## config.mk

```make
export PLATFORM = sky130hd
export DESIGN_NAME = instr_fetch_seq
export DESIGN_NICKNAME = d
export VERILOG_FILES = /design/src/rtl/ifs_pkg.sv /design/src/rtl/ifs_decode.sv /design/src/rtl/ifs_cond.sv /design/src/rtl/ifs_pc.sv /design/src/rtl/ifs_ctrl.sv /design/src/rtl/instr_fetch_seq.sv
export SDC_FILE = /design/constraint.sdc
export NUM_CORES = 1
export LEC_CHECK = 0
export BUFFER_PORTS_ARGS = -buffer_cell sky130_fd_sc_hd__buf_2
export CORE_ASPECT_RATIO = 1.2
export CORE_MARGIN = 2
export CORE_UTILIZATION = 25
export DETAILED_ROUTE_END_ITERATION = 10
export PLACE_DENSITY = 0.55
export SLEW_MARGIN = 5
export SYNTH_ARGS = -nofsm -noshare
export SYNTH_HDL_FRONTEND = slang
export SYNTH_SLANG_ARGS = --single-unit
```

## constraint.sdc

```tcl
create_clock -name clk -period 1.91 [get_ports clk]
set_input_delay 0.4775 -clock clk [delete_from_list [all_inputs] [get_ports clk]]
set_output_delay 0.4775 -clock clk [all_outputs]
set_load 0.01 [all_outputs]
```

## src/rtl/ifs_pkg.sv

```systemverilog
// Package: shared opcode values, decode record, condition codes, FSM states
// and the control-line bundle for the instruction sequencer.
package ifs_pkg;

    localparam logic [7:0] OPC_LDW  = 8'h01;
    localparam logic [7:0] OPC_LDB  = 8'h02;
    localparam logic [7:0] OPC_LOAD = 8'h10;
    localparam logic [7:0] OPC_STOR = 8'h11;
    localparam logic [7:0] OPC_JMP  = 8'h20;
    localparam logic [7:0] OPC_JZ   = 8'h21;
    localparam logic [7:0] OPC_JNZ  = 8'h22;
    localparam logic [7:0] OPC_JC   = 8'h23;
    localparam logic [7:0] OPC_JNC  = 8'h24;
    localparam logic [7:0] OPC_JPOS = 8'h25;
    localparam logic [7:0] OPC_JNEG = 8'h26;

    typedef enum logic [2:0] {
        ACT_NOP, ACT_LDW, ACT_LDB, ACT_LOAD, ACT_STOR, ACT_JUMP
    } act_e;

    typedef enum logic [2:0] {
        CND_ALWAYS, CND_Z, CND_NZ, CND_C, CND_NC, CND_POS, CND_NEG
    } cnd_e;

    typedef struct packed {
        logic [1:0] len;
        act_e       act;
        cnd_e       cnd;
    } dec_t;

    typedef enum logic [3:0] {
        ST_OP_ADR, ST_OP_RD, ST_OP_CAP, ST_OP_DEC,
        ST_BY_ADR, ST_BY_RD, ST_BY_CAP, ST_BY_MOV,
        ST_MR_ADR, ST_MR_RD, ST_MR_CAP, ST_MR_MOV,
        ST_MW_ADR, ST_MW_WR, ST_JMP
    } fsm_e;

    typedef struct packed {
        logic ab_pc;   // address holder <= program counter
        logic ab_wt;   // address holder <= {TEMP, W}
        logic rd;      // read strobe
        logic wr;      // write strobe
        logic db_cap;  // byte holder <= read data
        logic db_b;    // byte holder <= B
        logic ir_ld;   // instruction register <= byte holder
        logic dec_db;  // decode from byte holder instead of instruction register
        logic pc_inc;  // program counter + 1
        logic pc_ld;   // program counter <= {TEMP, W}
        logic w_ld;    // W <= byte holder
        logic t_ld;    // TEMP <= byte holder
        logic b_ld;    // B <= byte holder
    } ctl_t;

endpackage

```

## src/rtl/ifs_decode.sv

```systemverilog
// Module: opcode table. Maps an opcode byte to its length, action and jump
// condition. Assumes 8-bit opcodes; anything unlisted is a one-byte no-op.
module ifs_decode
    import ifs_pkg::*;
(
    input  logic [7:0] opcode,
    output dec_t       dec
);

    // Combinational table lookup.
    always_comb begin
        dec = '{len: 2'd1, act: ACT_NOP, cnd: CND_ALWAYS};
        case (opcode)
            OPC_LDW:  dec = '{len: 2'd2, act: ACT_LDW,  cnd: CND_ALWAYS};
            OPC_LDB:  dec = '{len: 2'd2, act: ACT_LDB,  cnd: CND_ALWAYS};
            OPC_LOAD: dec = '{len: 2'd3, act: ACT_LOAD, cnd: CND_ALWAYS};
            OPC_STOR: dec = '{len: 2'd3, act: ACT_STOR, cnd: CND_ALWAYS};
            OPC_JMP:  dec = '{len: 2'd3, act: ACT_JUMP, cnd: CND_ALWAYS};
            OPC_JZ:   dec = '{len: 2'd3, act: ACT_JUMP, cnd: CND_Z};
            OPC_JNZ:  dec = '{len: 2'd3, act: ACT_JUMP, cnd: CND_NZ};
            OPC_JC:   dec = '{len: 2'd3, act: ACT_JUMP, cnd: CND_C};
            OPC_JNC:  dec = '{len: 2'd3, act: ACT_JUMP, cnd: CND_NC};
            OPC_JPOS: dec = '{len: 2'd3, act: ACT_JUMP, cnd: CND_POS};
            OPC_JNEG: dec = '{len: 2'd3, act: ACT_JUMP, cnd: CND_NEG};
            default:  dec = '{len: 2'd1, act: ACT_NOP,  cnd: CND_ALWAYS};
        endcase
    end

endmodule

```

## src/rtl/ifs_cond.sv

```systemverilog
// Module: jump condition evaluator. Combines the selected condition code with
// the flags from the arithmetic unit. Assumes flags are stable during a jump.
module ifs_cond
    import ifs_pkg::*;
(
    input  cnd_e cnd,
    input  logic flag_zero,
    input  logic flag_carry,
    input  logic flag_neg,
    output logic take
);

    // Select the flag test named by the condition code.
    always_comb begin
        case (cnd)
            CND_ALWAYS: take = 1'b1;
            CND_Z:      take = flag_zero;
            CND_NZ:     take = !flag_zero;
            CND_C:      take = flag_carry;
            CND_NC:     take = !flag_carry;
            CND_POS:    take = !flag_neg;
            CND_NEG:    take = flag_neg;
            default:    take = 1'b0;
        endcase
    end

endmodule

```

## src/rtl/ifs_pc.sv

```systemverilog
// Module: program counter held as a low and a high byte. Increments with carry
// across the bytes, or loads both bytes at once. Load wins over increment.
module ifs_pc #(
    parameter int unsigned DATA_W = 8,
    localparam int unsigned ADDR_W = 2 * DATA_W
) (
    input  logic              clk,
    input  logic              rst_n,
    input  logic              inc,
    input  logic              ld,
    input  logic [DATA_W-1:0] ld_lo,
    input  logic [DATA_W-1:0] ld_hi,
    output logic [ADDR_W-1:0] pc
);

    logic [DATA_W-1:0] pcl_q, pch_q;

    // Byte-wise program counter update.
    always_ff @(posedge clk) begin
        if (!rst_n) begin
            pcl_q <= '0;
            pch_q <= '0;
        end else if (ld) begin
            pcl_q <= ld_lo;
            pch_q <= ld_hi;
        end else if (inc) begin
            {pch_q, pcl_q} <= {pch_q, pcl_q} + 1'b1;
        end
    end

    assign pc = {pch_q, pcl_q};


    pc_step_chk: assert property (@(posedge clk) disable iff (!rst_n)
        (inc && !ld) |=> pc == ADDR_W'($past(pc) + 1'b1));

endmodule

```

## src/rtl/ifs_ctrl.sv

```systemverilog
// Module: multicycle sequencer. Walks each instruction byte through
// address-load, strobe, capture and move, then runs the data access or jump.
// Assumes memory returns read data one cycle after the read strobe.
module ifs_ctrl
    import ifs_pkg::*;
(
    input  logic clk,
    input  logic rst_n,
    input  dec_t dec,
    input  logic take,
    output ctl_t ctl
);

    fsm_e       st_q, st_d;
    logic [1:0] bidx_q, bidx_d;

    // State and operand-byte index registers.
    always_ff @(posedge clk) begin
        if (!rst_n) begin
            st_q   <= ST_OP_ADR;
            bidx_q <= 2'd0;
        end else begin
            st_q   <= st_d;
            bidx_q <= bidx_d;
        end
    end

    // Next state and control lines from the current state.
    always_comb begin
        ctl    = '0;
        st_d   = st_q;
        bidx_d = bidx_q;
        case (st_q)
            ST_OP_ADR: begin ctl.ab_pc = 1'b1; st_d = ST_OP_RD; end
            ST_OP_RD:  begin ctl.rd = 1'b1; ctl.pc_inc = 1'b1; st_d = ST_OP_CAP; end
            ST_OP_CAP: begin ctl.db_cap = 1'b1; st_d = ST_OP_DEC; end
            ST_OP_DEC: begin
                ctl.ir_ld  = 1'b1;
                ctl.dec_db = 1'b1;
                if (dec.len == 2'd1) begin
                    st_d = ST_OP_ADR;
                end else begin
                    bidx_d = 2'd1;
                    st_d   = ST_BY_ADR;
                end
            end
            ST_BY_ADR: begin ctl.ab_pc = 1'b1; st_d = ST_BY_RD; end
            ST_BY_RD:  begin ctl.rd = 1'b1; ctl.pc_inc = 1'b1; st_d = ST_BY_CAP; end
            ST_BY_CAP: begin ctl.db_cap = 1'b1; st_d = ST_BY_MOV; end
            ST_BY_MOV: begin
                if (bidx_q == 2'd1) begin
                    ctl.b_ld = (dec.act == ACT_LDB);
                    ctl.w_ld = (dec.act != ACT_LDB);
                end else begin
                    ctl.t_ld = 1'b1;
                end
                if (bidx_q == dec.len - 2'd1) begin
                    case (dec.act)
                        ACT_LOAD: st_d = ST_MR_ADR;
                        ACT_STOR: st_d = ST_MW_ADR;
                        ACT_JUMP: st_d = ST_JMP;
                        default:  st_d = ST_OP_ADR;
                    endcase
                end else begin
                    bidx_d = bidx_q + 2'd1;
                    st_d   = ST_BY_ADR;
                end
            end
            ST_MR_ADR: begin ctl.ab_wt = 1'b1; st_d = ST_MR_RD; end
            ST_MR_RD:  begin ctl.rd = 1'b1; st_d = ST_MR_CAP; end
            ST_MR_CAP: begin ctl.db_cap = 1'b1; st_d = ST_MR_MOV; end
            ST_MR_MOV: begin ctl.w_ld = 1'b1; st_d = ST_OP_ADR; end
            ST_MW_ADR: begin ctl.ab_wt = 1'b1; ctl.db_b = 1'b1; st_d = ST_MW_WR; end
            ST_MW_WR:  begin ctl.wr = 1'b1; st_d = ST_OP_ADR; end
            ST_JMP:    begin ctl.pc_ld = take; st_d = ST_OP_ADR; end
            default:   st_d = ST_OP_ADR;
        endcase
    end


    oper_len_chk: assert property (@(posedge clk) disable iff (!rst_n)
        (st_q == ST_BY_MOV && bidx_q == 2'd2) |-> dec.len == 2'd3);

endmodule

```

## src/rtl/instr_fetch_seq.sv

```systemverilog
// Module: top of the byte-serial instruction sequencer. Holds the address and
// byte holding registers, instruction register, W, TEMP and B, and wires the
// opcode table, condition test, program counter and sequencer together.
// Assumes a synchronous memory with one cycle of read latency.
module instr_fetch_seq
    import ifs_pkg::*;
#(
    parameter int unsigned DATA_W = 8,
    localparam int unsigned ADDR_W = 2 * DATA_W
) (
    input  logic              clk,
    input  logic              rst_n,
    input  logic [DATA_W-1:0] mem_rdata,
    input  logic              flag_zero,
    input  logic              flag_carry,
    input  logic              flag_neg,
    output logic [ADDR_W-1:0] mem_addr,
    output logic              mem_rd,
    output logic              mem_wr,
    output logic [DATA_W-1:0] mem_wdata,
    output logic [DATA_W-1:0] reg_w,
    output logic [DATA_W-1:0] reg_temp,
    output logic [DATA_W-1:0] reg_b,
    output logic [ADDR_W-1:0] pc_out
);

    ctl_t              ctl;
    dec_t              dec;
    logic              take;
    logic [ADDR_W-1:0] abuf_q;
    logic [DATA_W-1:0] dbuf_q, ir_q, w_q, t_q, b_q;
    logic [7:0]        dec_in;

    assign dec_in = ctl.dec_db ? dbuf_q[7:0] : ir_q[7:0];

    ifs_decode u_dec (.opcode(dec_in), .dec(dec));

    ifs_cond u_cond (
        .cnd(dec.cnd), .flag_zero(flag_zero), .flag_carry(flag_carry),
        .flag_neg(flag_neg), .take(take)
    );

    ifs_pc #(.DATA_W(DATA_W)) u_pc (
        .clk(clk), .rst_n(rst_n), .inc(ctl.pc_inc), .ld(ctl.pc_ld),
        .ld_lo(w_q), .ld_hi(t_q), .pc(pc_out)
    );

    ifs_ctrl u_ctrl (.clk(clk), .rst_n(rst_n), .dec(dec), .take(take), .ctl(ctl));

    // Address holding register: program counter or {TEMP, W}.
    always_ff @(posedge clk) begin
        if (!rst_n)         abuf_q <= '0;
        else if (ctl.ab_pc) abuf_q <= pc_out;
        else if (ctl.ab_wt) abuf_q <= {t_q, w_q};
    end

    // Byte holding register: captured read data or B for a store.
    always_ff @(posedge clk) begin
        if (!rst_n)          dbuf_q <= '0;
        else if (ctl.db_cap) dbuf_q <= mem_rdata;
        else if (ctl.db_b)   dbuf_q <= b_q;
    end

    // Instruction and operand registers fed from the byte holder.
    always_ff @(posedge clk) begin
        if (!rst_n) begin
            ir_q <= '0;
            w_q  <= '0;
            t_q  <= '0;
            b_q  <= '0;
        end else begin
            if (ctl.ir_ld) ir_q <= dbuf_q;
            if (ctl.w_ld)  w_q  <= dbuf_q;
            if (ctl.t_ld)  t_q  <= dbuf_q;
            if (ctl.b_ld)  b_q  <= dbuf_q;
        end
    end

    assign mem_addr  = abuf_q;
    assign mem_wdata = dbuf_q;
    assign mem_rd    = ctl.rd;
    assign mem_wr    = ctl.wr;
    assign reg_w     = w_q;
    assign reg_temp  = t_q;
    assign reg_b     = b_q;


    one_strobe_chk: assert property (@(posedge clk) disable iff (!rst_n)
        !(mem_rd && mem_wr));


    rd_pulse_chk: assert property (@(posedge clk) disable iff (!rst_n)
        mem_rd |=> !mem_rd);


    wr_pulse_chk: assert property (@(posedge clk) disable iff (!rst_n)
        mem_wr |=> !mem_wr);


    wr_data_chk: assert property (@(posedge clk) disable iff (!rst_n)
        mem_wr |-> (mem_wdata == b_q && mem_addr == {t_q, w_q}));


    jump_target_chk: assert property (@(posedge clk) disable iff (!rst_n)
        ctl.pc_ld |=> pc_out == $past({t_q, w_q}));


    load_w_chk: assert property (@(posedge clk) disable iff (!rst_n)
        ctl.w_ld |=> reg_w == $past(dbuf_q));

endmodule

```

After elaboration in Yosys (flattened, before gate mapping)

Cells that the tools add are included.

RAM bits: 0
Bits of input ports: 13
Bits in read-only memories: 0
Output and inout port bits: 66
Word-level logic and storage cells: 101
Memories: 0
Bits in latches: 0
Register bits: 78

Bitwise gates (word level): 0
Magnitude comparators: 0
$mul: 0
Divide/modulo/power cells: 0
Equal/unequal tests: 41
Add/sub/neg operators: 3
Shift operators: 0
Reductions and logical operators: 15
Multiplexer cells: 32

Operator list:

| cell                                                | number |
|---|---|
| one-hot mux 8 bit (11 select lines)                 | 1 |
| equality test 8 x 6 -> 1 bit, second input constant | 7 |
| 2-to-1 mux 8 bit                                    | 7 |
| one-hot mux 4 bit (12 select lines)                 | 1 |
| 2-to-1 mux 16 bit                                   | 2 |
| equality test 4 bit, second input constant          | 7 |
| adder 16 x 1 -> 16 bit, second input constant       | 1 |
| equality test 4 x 3 -> 1 bit, second input constant | 4 |
| equality test 8 x 5 -> 1 bit, second input constant | 2 |
| equality test 3 bit, second input constant          | 5 |
| equality test 3 x 2 -> 1 bit, second input constant | 4 |
| one-hot mux 4 bit (3 select lines)                  | 1 |
| 2-to-1 mux 1 bit                                    | 11 |
| equality test 4 x 2 -> 1 bit, second input constant | 2 |
| equality test 8 x 1 -> 1 bit, second input constant | 1 |
| equality test 8 x 2 -> 1 bit, second input constant | 1 |
| 2-to-1 mux 2 bit                                    | 4 |
| nonzero test 2 bit                                  | 4 |
| one-hot mux 1 bit (7 select lines)                  | 1 |
| OR reduction 2 bit                                  | 3 |
| OR reduction 3 bit                                  | 2 |
| equality test 2 x 1 -> 1 bit, second input constant | 2 |
| equality test 4 x 1 -> 1 bit, second input constant | 1 |
| logical NOT 4 bit                                   | 1 |
| 13 further kinds                                    | 16 |

Logic depth before layout (Yosys ltp)

Gate-level depths: netlist of run 1.

Depth in word-level cells: 9
Mapped depth: 11
Depth with buffers taken out: 7

Cells and area by module

Synthesis of run 1 repeated with hierarchy kept, for this count alone.

Cell total of the unflattened synthesis: 428
Area total of the unflattened synthesis: 4215.3 µm²

Modules (own cells, without submodules):

| module          | area each (µm²) | cells an instance | times used | sequential area each (µm²) |
|---|---|---|---|---|
| instr_fetch_seq | 2533.7          | 218               | 1          | 1121.1 |
| ifs_pc          | 858.3           | 104               | 1          | 320.3 |
| ifs_ctrl        | 564.3           | 65                | 1          | 120.1 |
| ifs_decode      | 206.4           | 32                | 1          | 0.0 |
| ifs_cond        | 52.6            | 9                 | 1          | 0.0 |

Worst setup path before layout of run 1

OpenSTA, ideal clock, no wires.

Kind: register -> register
Start point: reg u_ctrl.st_q[3]
End point: reg u_ctrl.bidx_q[1]
Period minus slack after synthesis: 2.024 ns
Path slack: -0.114 ns
Buffers on the path: 2
Library setup time: 0.072 ns
Cell stages (with the launch flop): 10
Arrival time: 1.953 ns
Cells stage by stage: dfxtp_1 buf_6 nand4bb_1 buf_6 mux2i_1 a311oi_1 a21oi_2 and2_4 a211oi_1 mux2i_1

Word-level cells in the longest chain between the ends: 9

Ends and longest elaborated chain:

| element                                              | RTL line              | source |
|---|---|---|
| from (decl)                                          | ifs_ctrl.sv:14        | `fsm_e st_q, st_d;` |
| from (signal assigned)                               | ifs_ctrl.sv:23        | `st_q <= st_d;` |
| equality test 4 x 2 -> 1 bit                         | ifs_ctrl.sv:33        | `case (st_q)` |
| 2-to-1 mux 2 bit                                     | ifs_ctrl.sv:33        |  |
| 2-to-1 mux 8 bit                                     | instr_fetch_seq.sv:34 | `assign dec_in = ctl.dec_db ? dbuf_q[7:0] : ir_q[7:0];` |
| equality test 8 x 6 -> 1 bit (tied with other cells) | ifs_decode.sv:13      | `case (opcode)` |
| one-hot mux 8 bit (11 select lines)                  | ifs_decode.sv:13      |  |
| subtractor 2 x 1 -> 2 bit                            | ifs_ctrl.sv:57        | `if (bidx_q == dec.len - 2'd1) begin` |
| equality test 2 bit                                  | ifs_ctrl.sv:57        |  |
| inequality test 2 bit (no source line)               | -                     |  |
| AND reduction 3 bit (no source line)                 | -                     |  |
| to (signal assigned)                                 | ifs_ctrl.sv:24        | `bidx_q <= bidx_d;` |
| to (decl)                                            | ifs_ctrl.sv:15        | `logic [1:0] bidx_q, bidx_d;` |

Parallel ways exist; a longest one is shown, timed or not.
A chain may end at the register's enable or synchronous reset.

Worst setup path after layout of run 1

Start point: reg u_ctrl.st_q[3]
End point: reg u_pc.pcl_q[4]

Word-level cells in the longest chain between the ends: 9

Ends and longest elaborated chain:

| element                                                | RTL line              | source |
|---|---|---|
| equality test 4 x 2 -> 1 bit                           | ifs_ctrl.sv:33        |  |
| 2-to-1 mux 2 bit                                       | ifs_ctrl.sv:33        |  |
| 2-to-1 mux 8 bit                                       | instr_fetch_seq.sv:34 |  |
| equality test 8 x 6 -> 1 bit (tied with other cells)   | ifs_decode.sv:13      |  |
| one-hot mux 8 bit (11 select lines)                    | ifs_decode.sv:13      |  |
| equality test 3 bit (tied with other cells)            | ifs_cond.sv:15        | `case (cnd)` |
| one-hot mux 1 bit (7 select lines)                     | ifs_cond.sv:15        |  |
| 2-to-1 mux 1 bit                                       | ifs_ctrl.sv:33        |  |
| 2-to-1 mux 8 bit or nonzero test 2 bit (tied branches) | -                     |  |
| to (signal assigned)                                   | ifs_pc.sv:24          | `pcl_q <= ld_lo;` |
| to (signal assigned)                                   | ifs_pc.sv:27          | `{pch_q, pcl_q} <= {pch_q, pcl_q} + 1'b1;` |
| to (decl)                                              | ifs_pc.sv:16          | `logic [DATA_W-1:0] pcl_q, pch_q;` |

Parallel ways exist; a longest one is shown, timed or not.

==> impl_results.md, run 1 <==
* Status: complete, but fails checks
* Violated checks: negative setup slack
* Avg Cell Area, Syn at 8.807 um^2
* Critical Path AT at 2.58 ns
* # IOs at 79
* Global-route wire length before repair at 20.46 mm
* Worst EP required at 2.17 ns
* Routed via count at 4,057
* Slowest CP cell: and4bb_4
* CP Class: reg -> reg
* Core area at 16,080 um^2
* Remaining global-route overflow at 0
* Startpoint Class: flop
* HP Class: in -> reg
* Syn Nets at 476
* Nets@finish at 622
* Final WS setup at -0.4050 ns
* Sw Ratio at 25.73%
* CTS hold repair buffers at 0
* Vias in the first global route at 3,879
* Pint at 0.002980 W
* Pin count of the biggest net entering global routing at 52
* Hpwl dp at 9.045 mm
* Initial core utilization at 25.25%
* Final Setup Violations at 37
* Initial drt markers at 259
* Chip width at 120.3 um
* Site row count at 51
* Setup TNS after final layout at -9.972 ns
* CTS tree: done
* DR vias/cell at 4.924
* I/O Buffers at 78
* Maxcap violations at 0
* Slew Viols, Final at 0
* H-tree depth at 3
* Final hold violation count at 0
* Worst-Skew Late Latency at 0.34 ns
* Synth Flop Type: dfxtp_1
* Die Height at 143.6 um
* CP max FO at 15
* Area growth syn-to-layout at 47.21%
* Grt peak-use layer: met2
* Final ANT Viol Nets at 0
* Residual DRC at 0
* Sw Pwr at 0.001032 W
* Fillers at 1,631
* Post-Route WL at 13.09 mm
* Iteration count of the initial detailed-routing pass at 4
* Slew @ Worst Pin at 0.4894 ns
* Max incr delay on CP at 0.39 ns
* EDFF count, synth at 0
* Fmax at 0.4320 GHz
* Root Buffer: clkbuf_16
* Final min period at 2.315 ns
* CTS Sinks at 78
* Clock Pin Slew Worst Setup and Hold Paths at 0.06 ns
* Comb power frac at 12.0%
* Tot GR Track Use at 14.91%
* Initial antenna violation count at 0
* Lkg Pwr at 2.480 nW
* Gp weighted congestion at 0.8088
* Seq cells post-synth at 78
* Fraction of layout cells with a size suffix above 1 at 41.34%
* Post-synthesis sequential area ratio at 38.46%
* Power share of the sequential group at 43.1%
* Cell Area, Synth at 4060 um^2
* Max Buffers Root-to-Sink at 2
* Slew headroom at 67.34%
* Critical Path Sink Type: flop
* GR Layer Usage met1 at 18.50%
* Post-synth ARST share at 0%
* Met2 usage at 25.66%
* Drt wl/cell at 15.88 um
* Die area at 17,280 um^2
* Post-Syn Instances at 461
* CP cell instances: and4bb_4 > buf_4 > a21oi_1 > or3_1 > a31oi_2 > a211oi_4 > buf_6 > clkbuf_16 > buf_4 > a211oi_2
* Worst Skew at 0.008180 ns
* Post-synthesis cell type count at 55
* Cell repeated most along the worst path: buf_4
* Power Density at 671.2 nW/um^2
* Clock share of power at 44.9%
* VDD IR max at 0.3573 mV
* Number of diodes at 0
* Cts bufs inserted at 9
* M3 GR Usage at 2.857%
* Final period utilization at 121.2%
* Synth warn at 0
* Unrepaired setup endpoints after global routing: true
* DP Worst Slack at -0.3509 ns
cell type report:
class	count	area [um^2]	area share, %
flip-flops and latches	78	1574	26.33
repair buffers	170	1254	20.98
multi-input cells	341	2549	42.64
clock inverters	5	56.30	0.9420
well taps	212	265.3	4.438
clock buffers	11	252.7	4.229
inverters	7	26.28	0.4396
critical path: cells and delay by family (launching register included):
kind / cells / cell delay, ns
buffers and inverters: 4 / 0.63
DFF: 1 / 0.34
and+or+nand+nor: 2 / 0.70
AOI/OAI and AO/OA: 4 / 0.56
Yosys cell counts, types with 4 or more instances:
master | number | share of area (%)
nor2b_1 | 4 | 0.62
buf_2 | 4 | 0.49
o211ai_1 | 4 | 0.74
nand4b_1 | 4 | 0.86
mux2i_1 | 45 | 11
and3_1 | 4 | 0.62
buf_4 | 4 | 0.74
xor2_1 | 7 | 1.5
nand4_1 | 8 | 1.2
nand3_1 | 12 | 1.5
clkbuf_1 | 24 | 2.2
nor3_1 | 6 | 0.74
a211oi_1 | 26 | 4.8
a31oi_1 | 4 | 0.62
o21ai_0 | 16 | 2.0
inv_1 | 6 | 0.55
dfxtp_1 | 78 | 38
nor2_1 | 70 | 6.5
or3_1 | 4 | 0.62
a21oi_1 | 21 | 2.6
xnor2_1 | 7 | 1.5
nand2_1 | 36 | 3.3
a211oi_2 | 13 | 4.0
kinds of logic (layout without fill, tap and decap cells):
logic type / Yosys count / count (layout) / share of synthesized area (%)
AND/OR/NAND/NOR: 171 / 171 / 21.32
AO/OA/AOI/OAI: 106 / 106 / 19.38
flip-flops: 78 / 78 / 38.46
multiplexers: 47 / 47 / 12.02
buffers and inverters: 42 / 193 / 4.931
XOR/XNOR: 14 / 14 / 3.020
adder cells (fa/ha/maj): 3 / 3 / 0.8628
what timing repair did:
action,in CTS,in global routing
buffers inserted,5,13
pin swaps,14,23
setup endpoints to repair,39,39
resized for setup,40,25
cloned,1,3
metrics by stage:
stage / hold WS (ns) / instances / total power (W) / util [%] / instance area [um^2]
CTS: 0.4626 / 808 / 0.004039 / 35.45 / 5700
detailed placement: 0.4920 / 786 / 0.002202 / 32.11 / 5164
global placement: 0.4864 / 786 / 0.002196 / 32.11 / 5164
finish: 0.4672 / 824 / 0.004012 / 37.17 / 5977
global route: 0.4751 / 824 / 0.004167 / 37.17 / 5977
floorplan: 0.4444 / 461 / 0.001999 / - / 4096
cells in the final DEF, fill, tap and decap left out, types with 3 or more instances in the layout:
cell / netlist / layout
nand2_1: 36 / 33
buf_4: 4 / 71
a21oi_1: 21 / 19
a211oi_2: 13 / 14
nand4_1: 8 / 8
nor2_2: 0 / 4
nor2b_1: 4 / 3
inv_1: 6 / 6
nand3_4: 0 / 3
dfxtp_2: 0 / 10
buf_12: 0 / 6
a211oi_1: 26 / 24
nand2b_1: 3 / 3
and2_1: 3 / 3
nand3_1: 12 / 11
nand3b_1: 3 / 3
nand4b_1: 4 / 4
o21ai_0: 16 / 15
or3_1: 4 / 4
dfxtp_1: 78 / 68
xor2_1: 7 / 7
mux2i_1: 45 / 42
xnor2_1: 7 / 7
buf_6: 3 / 12
nor3_1: 6 / 4
o211ai_1: 4 / 4
buf_2: 4 / 78
nand2_2: 0 / 3
clkbuf_16: 0 / 12
and3_1: 4 / 3
nor2_1: 70 / 65
power by group through the flow:
| stage | combinational [W] | clock, W | sequential [W] |
|---|---|---|---|
| global placement | 0.000441 | 0 | 0.00175 |
| detailed placement | 0.000445 | 0 | 0.00176 |
| floorplan | 0.000230 | 0 | 0.00177 |
| CTS | 0.000473 | 0.00184 | 0.00172 |
| global route | 0.000528 | 0.00190 | 0.00173 |
| finish | 0.000483 | 0.00180 | 0.00173 |
state kept, by name, indices dropped and copies added (netlist names):
signal / flops
reg_temp: 8
mem_wdata: 8
u_ctrl.bidx_q: 2
u_ctrl.st_q: 4
u_pc.pch_q: 8
u_pc.pcl_q: 8
mem_addr: 16
ir_q: 8
reg_w: 8
reg_b: 8
final timing paths:
check / startpoint / end / slack [ns] / cells past startpoint
max reg2reg: u_ctrl.st_q[3] / u_pc.pcl_q[4] / -0.40 / 10
min reg2reg: mem_addr[14] / mem_addr[14] / 0.50 / 2
min: mem_rdata[0] / mem_wdata[0] / 0.47 / 3
max: u_ctrl.st_q[3] / u_pc.pcl_q[4] / -0.40 / 10
per-layer routing:
layer / up-vias / part of all wire [%]
met5: - / 0
met4: 0 / 2.2
met2: 99 / 49
met1: 1967 / 44
met3: 16 / 4.3
li1: 1975 / -
Power figures use the tool's default switching activity.
==> run 2, diff against run 1 <==
--- a/config.mk
+++ b/config.mk
@@ -11,6 +11,7 @@
 export CORE_UTILIZATION = 25
 export DETAILED_ROUTE_END_ITERATION = 10
 export PLACE_DENSITY = 0.55
+export REMOVE_ABC_BUFFERS = 1
 export SLEW_MARGIN = 5
 export SYNTH_ARGS = -nofsm -noshare
 export SYNTH_HDL_FRONTEND = slang
==> run 2 against run 1 <==
Against the previous run: the run still ends with negative setup slack left; setup slack better by 0.035 ns; maximum frequency rose by 1.5%; die area stayed put; critical path depth is the same; via count down 1.9%; cell count decreased by 0.24%; register-to-register slack improved by 0.04 ns; worst hold slack worse by 0.013 ns; global-route usage is 0.70 points higher; utilization down 0.86 points; sequential power hardly changed; critical endpoint is now u_pc.pch_q[1]; critical path type unchanged; highest routed layer unchanged.
==> impl_results.md, run 2 (synthesized netlist as in run 1, its figures left out) <==
* Site row count at 51 (unchanged)
* Drt wl/cell at 16.18 um (+1.9%)
* Final Setup Violations at 37 (unchanged)
* Final min period at 2.280 ns (-0.03526 ns)
* Initial antenna violation count at 0 (unchanged)
* FF-to-FF setup slack at -0.37 ns (+0.04 ns)
* Die area at 17,280 um^2 (unchanged)
* Remaining global-route overflow at 0 (unchanged)
* Post-placement cell area at 5230 um^2 (+1.3%)
* Residual DRC at 0 (unchanged)
* R2R Path End: u_pc.pch_q[1]
* Slew headroom at 66.11% (-1.2 points)
* Slew Viols, Final at 0 (unchanged)
* Fillers at 1,668 (+2.3%)
* Unrepaired setup endpoints after global routing: true
* Clock Pin Slew Worst Setup and Hold Paths at 0.06 ns (about the same)
* Commonest non-fill, non-tap cell in the layout: buf_4
* CTS Sinks at 78 (unchanged)
* I/O Buffers at 78 (unchanged)
* Non-filler cells, final at 822 (-0.24%)
* Fmax at 0.4387 GHz (+1.5%)
* Startpoint Class: flop
* Most frequent cells in the layout: buf_4, buf_2, dfxtp_1, nor2_1, mux2i_1
* Worst EP required at 2.18 ns (about the same)
* Lkg Pwr at 2.467 nW (-0.52%)
* Critical Path Sink Type: flop
* Root Buffer: clkbuf_16
* Critical path launch point: u_ctrl.st_q[2]
* CTS tree: done
* Final hold violation count at 0 (unchanged)
* Slew @ Worst Pin at 0.5077 ns (+0.01835 ns)
* Worst Skew at 0.01098 ns (+0.002797 ns)
* Gp weighted congestion at 0.8396 (+3.8%)
* Violated checks: negative setup slack
* Initial drt markers at 231 (-11%)
* Hpwl dp at 9.584 mm (+6.0%)
* Crit path to: u_pc.pch_q[1]
* R2R depth at 10 (unchanged)
* CP max FO at 27 (+12)
* Vias in the first global route at 3,954 (+1.9%)
* Maxcap violations at 0 (unchanged)
* Critical Path AT at 2.55 ns (-0.03 ns)
* HP Class: in -> reg
* Iteration count of the initial detailed-routing pass at 4 (unchanged)
* Area growth syn-to-layout at 43.79%
* Die Height at 143.6 um (unchanged)
* DR vias/cell at 4.841 (-1.7%)
* Initial core utilization at 25.25% (unchanged)
* Placed Instances at 798 (+1.5%)
* Post-Route WL at 13.30 mm (+1.6%)
* Routed via count at 3,979 (-1.9%)
* Final core utilization at 36.31% (-0.86 points)
* Max Buffers Root-to-Sink at 2 (unchanged)
* Core area at 16,080 um^2 (unchanged)
* H-tree depth at 3 (unchanged)
* Final ANT Viol Nets at 0 (unchanged)
* Worst-Skew Late Latency at 0.35 ns (about the same)
* Chip width at 120.3 um (unchanged)
* Nets@finish at 620 (-0.32%)
* Cts bufs inserted at 9 (unchanged)
* Final period utilization at 119.4% (-1.8 points)
* Register Area at 1568 um^2 (-0.40%)
* CP Class: reg -> reg
* # IOs at 79 (unchanged)
* VDD IR max at 0.4792 mV (+34%)
* Number of diodes at 0 (unchanged)
* Global-route wire length before repair at 20.86 mm (+2.0%)
* Power Density at 686.8 nW/um^2 (+2.3%)
* Status: complete, but fails checks
* Worst reg2reg startpoint: u_ctrl.st_q[2]
* Final Instance Area at 5838 um^2 (-2.3%)
* Final WS setup at -0.3697 ns (+0.03526 ns)
* DP Worst Slack at -0.4529 ns (-0.1020 ns)
* Pin count of the biggest net entering global routing at 33 (-37%)
* Multi-input gate area at 2476 um^2 (-2.8%)
* Largest register FFs at 16 (unchanged)
* Tot GR Track Use at 15.60% (+0.70 points)
* Fraction of layout cells with a size suffix above 1 at 38.85% (-2.5 points)
* Hold Startpoint: mem_rdata[1]
[run 2: power by group]
group / switching [W] / leakage, nW / total [W] / internal, W
Combinational: 0.000272 / 1.69 / 0.000508 / 0.000236
Clock: 0.000732 / 0.142 / 0.00178 / 0.00105
Sequential: 0.0000449 / 0.635 / 0.00172 / 0.00168
[run 2: area by class of cell]
type	count	area share, %
multi-input cells	341	42.41
flip-flops and latches	78	26.85
repair buffers	168	20.57
well taps	212	4.543
clock buffers	11	4.158
clock inverters	5	1.007
inverters	7	0.4501
[run 2: per-layer routing]
layer | wire length, um | share of wire [%] | GRT usage, % | vias to the layer above
met4 | 192 | 1.4 | 5.141 | 0
met2 | 6724 | 51 | 27.96 | 89
met3 | 713 | 5.4 | 3.611 | 19
met1 | 5669 | 43 | 18.33 | 1906
li1 | - | - | - | 1965
met5 | 0 | 0 | 0 | -
[run 2: worst min path at each step]
stage | cells after the start | end | slack [ns]
6_report | 3 | mem_wdata[1] | 0.45
5_1_grt | 3 | mem_wdata[3] | 0.50
4_1_cts | 3 | mem_wdata[1] | 0.45
3_5_place_dp | 2 | mem_addr[8] | 0.49
3_3_place_gp | 2 | mem_addr[8] | 0.49
2_1_floorplan | 2 | ir_q[5] | 0.44
[run 2: metrics by stage]
stage	hold slack, ns	TNS [ns]	power (W)
final	0.4546	-10.86	0.004009
after global routing	0.5015	-15.23	0.004161
after CTS	0.4542	-8.457	0.004031
after detailed placement	0.4890	-12.65	0.002232
after global placement	0.4856	-10.52	0.002226
after floorplan	0.4444	-50.96	0.001971
[run 2: timing repair]
item / CTS / global route
buffers inserted: 3 / 3
endpoints found under the setup margin: 44 / 47
pin swaps: 7 / 4
resized for setup: 28 / 13
hold buffers: 0 / 0
cloned: 1 / 1
[run 2: critical path, stage by stage (launching register included)]
cell and delay (ns):
dfxtp_2 0.33, buf_6 0.11, nand4bb_4 0.27, buf_12 0.19, a2111oi_1 0.25, o21ai_0 0.12, o211ai_1 0.29, a211oi_4 0.11
buf_12 0.18, buf_4 0.15, a211oi_2 0.18
==> run 3, diff against run 2 <==
--- a/config.mk
+++ b/config.mk
@@ -6,11 +6,12 @@
 export NUM_CORES = 1
 export LEC_CHECK = 0
 export BUFFER_PORTS_ARGS = -buffer_cell sky130_fd_sc_hd__buf_2
+export CAP_MARGIN = 20
 export CORE_ASPECT_RATIO = 1.2
 export CORE_MARGIN = 2
-export CORE_UTILIZATION = 25
+export CORE_UTILIZATION = 45
 export DETAILED_ROUTE_END_ITERATION = 10
-export PLACE_DENSITY = 0.55
+export PLACE_DENSITY = 0.81
 export REMOVE_ABC_BUFFERS = 1
 export SLEW_MARGIN = 5
 export SYNTH_ARGS = -nofsm -noshare
==> run 3 against run 2 <==
Against the previous run: clock-buffer cell count fell by 1; cell count shrank 12%; setup slack lost 0.039 ns; sequential share of layout area rose by 0.95 points; utilization is 29 points higher; routed wire length decreased by 6.3%; non-clock buffer count rose by 2; worst hold slack improved by 0.0026 ns; the flow still finishes with violations (negative setup slack); combinational power hardly changed; register-to-register slack got worse by 0.04 ns; global-route usage is 8.3 points higher; largest power group is now registers.
==> impl_results.md, run 3 (synthesized netlist as in run 1, its figures left out) <==
* Status: complete, but fails checks
* Violated checks: negative setup slack
* Met2 usage at 43.28% (+15 points)
* Critical Path Sink Type: flop
* Maxcap violations at 0 (unchanged)
* Remaining global-route overflow at 0 (unchanged)
* Slew @ Worst Pin at 0.4893 ns (-0.01841 ns)
* Worst Skew at 0.008507 ns (-0.002469 ns)
* Worst-Skew Late Latency at 0.36 ns (about the same)
* Tot GR Track Use at 23.95% (+8.3 points)
* Fraction of layout cells with a size suffix above 1 at 40.16% (+1.3 points)
* Grt peak-use layer: met2
* Chip width at 90.71 um (-25%)
* Startpoint Class: flop
* Slowest CP cell: o211ai_1
* Die area at 9801 um^2 (-43%)
* Gp weighted congestion at 0.9082 (+8.2%)
* Cts bufs inserted at 9 (unchanged)
* Max incr delay on CP at 0.34 ns (about the same)
* Initial drt markers at 208 (-10%)
* CP cell instances: nor4b_2 > buf_4 > nand4b_1 > o211ai_1 > a31oi_4 > a211oi_4 > buf_6 > buf_12 > mux2i_1 > nor2_1
* CP max FO at 8 (-70%)
* Residual DRC at 0 (unchanged)
* Slew headroom at 67.30% (+1.2 points)
* Final Instance Area at 5662 um^2 (-3.0%)
* Unrepaired setup endpoints after global routing: true
* Iteration count of the initial detailed-routing pass at 5 (+1)
* Total Power at 0.003547 W (-12%)
* Number of diodes at 0 (unchanged)
* Post-placement cell area at 5084 um^2 (-2.8%)
* Critical Path AT at 2.55 ns (about the same)
* CTS tree: done
* Final hold violation count at 0 (unchanged)
* Delay-heaviest family, CP: compound AO/OA/AOI/OAI gates
* CP Class: reg -> reg
* Root Buffer: clkbuf_8
* Core area at 8657 um^2 (-46%)
* Slew Viols, Final at 0 (unchanged)
* Drt wl/cell at 17.15 um (+6.0%)
* HP Class: in -> reg
* Nets@finish at 622 (+0.32%)
* DP Worst Slack at -0.2947 ns (+0.1582 ns)
* Area growth syn-to-layout at 39.45%
* CTS Sinks at 78 (unchanged)
* Lkg Pwr at 2.447 nW (-0.82%)
* Final Setup Violations at 37 (unchanged)
* GR Layer Usage met1 at 28.40% (+10 points)
* Pin count of the biggest net entering global routing at 33 (unchanged)
* Largest register FFs at 16 (unchanged)
* DR vias/cell at 5.717 (+18%)
* VDD IR max at 0.5137 mV (+7.2%)
* Die Height at 108.1 um (-25%)
* Vias in the first global route at 3,941 (-0.33%)
* WP buf/inv at 3 (-1)
* Site row count at 37 (-27%)
* Max Buffers Root-to-Sink at 2 (unchanged)
* Fmax at 0.4314 GHz (-1.7%)
* Routed via count at 4,156 (+4.4%)
* Initial antenna violation count at 0 (unchanged)
* Clock Pin Slew Worst Setup and Hold Paths at 0.08 ns (+0.02 ns)
* Commonest non-fill, non-tap cell in the layout: buf_2
* Hpwl dp at 8.295 mm (-13%)
* H-tree depth at 3 (unchanged)
* # IOs at 79 (unchanged)
* Post-Route WL at 12.47 mm (-6.3%)
* Global-route wire length before repair at 19.02 mm (-8.8%)
* Worst EP required at 2.14 ns (-0.04 ns)
* Power Density at 626.5 nW/um^2 (-8.8%)
* Most frequent cells in the layout: buf_2, buf_4, dfxtp_1, nor2_1, mux2i_1
* Final min period at 2.318 ns (+0.03857 ns)
* I/O Buffers at 78 (unchanged)
* Final WS setup at -0.4083 ns (-0.03857 ns)
* Final period utilization at 121.4% (+2.0 points)
* M3 GR Usage at 4.321% (+0.71 points)
* Initial core utilization at 46.90% (+22 points)
* Final ANT Viol Nets at 0 (unchanged)
run 3: cell types whose count changed in the layout (fill, tap and decap cells not counted), sizes merged:
| cell | change |
|---|---|
| clkbuf | +1 |
| buf | +1 |
| bufbuf | -1 |
| clkinvlp | -2 |
| bufinv | +1 |
run 3: final cells by class:
| class | count | area, um^2 |
|---|---|---|
| inverter | 7 | 26.28 |
| clock inverter | 4 | 73.82 |
| clock buffer | 10 | 127.6 |
| multi-input combinational | 341 | 2491 |
| fill | 711 | 2995 |
| timing repair buffer | 170 | 1222 |
| sequential | 78 | 1574 |
| tap | 117 | 146.4 |
run 3: what timing repair did:
action / CTS / global route
endpoints found under the setup margin: 37 / 39
cloned: 1 / 3
hold buffers: 0 / 0
pin swaps: 11 / 16
resized for setup: 33 / 26
buffers inserted: 2 / 7
run 3: layer usage:
layer  wire length, um  vias to the layer above  part of all wire [%]
met1              5099                     1999                    41
met2              6278                      152                    50
li1                  -                     1969                     -
met5                 0                        -                     0
met4               392                        0                   3.1
met3               695                       36                   5.6
run 3: tightest hold or removal path: cells and delay by family:
family / cells / cell delay, ns
buf+inv: 1 / 0.10
mux: 1 / 0.12
compound gates: 1 / 0.08
run 3: worst paths after layout:
kind / end / slack, ns / cells past startpoint / startpoint
max: u_pc.pch_q[0] / -0.41 / 10 / ir_q[7]
min: mem_wdata[4] / 0.46 / 3 / mem_rdata[4]
max reg2reg: u_pc.pch_q[0] / -0.41 / 10 / ir_q[7]
min reg2reg: mem_addr[4] / 0.50 / 2 / mem_addr[4]
run 3: power by group:
| group | internal (W) | total (W) | switching, W |
|---|---|---|---|
| logic | 0.000236 | 0.000508 | 0.000272 |
| registers | 0.00167 | 0.00171 | 0.0000408 |
| clock network | 0.000722 | 0.00132 | 0.000602 |
| total | 0.00263 | 0.00355 | 0.000915 |
run 3: through the flow:
step | instances | TNS (ns) | hold slack (ns) | utilization, %
final | 727 | -7.839 | 0.4572 | 65.40
after global routing | 727 | -10.62 | 0.4464 | 65.40
after CTS | 718 | -5.933 | 0.4508 | 62.97
after detailed placement | 701 | -9.054 | 0.4876 | 58.72
after global placement | 701 | -7.844 | 0.4847 | 58.72
after floorplan | 426 | -50.96 | 0.4444 | -
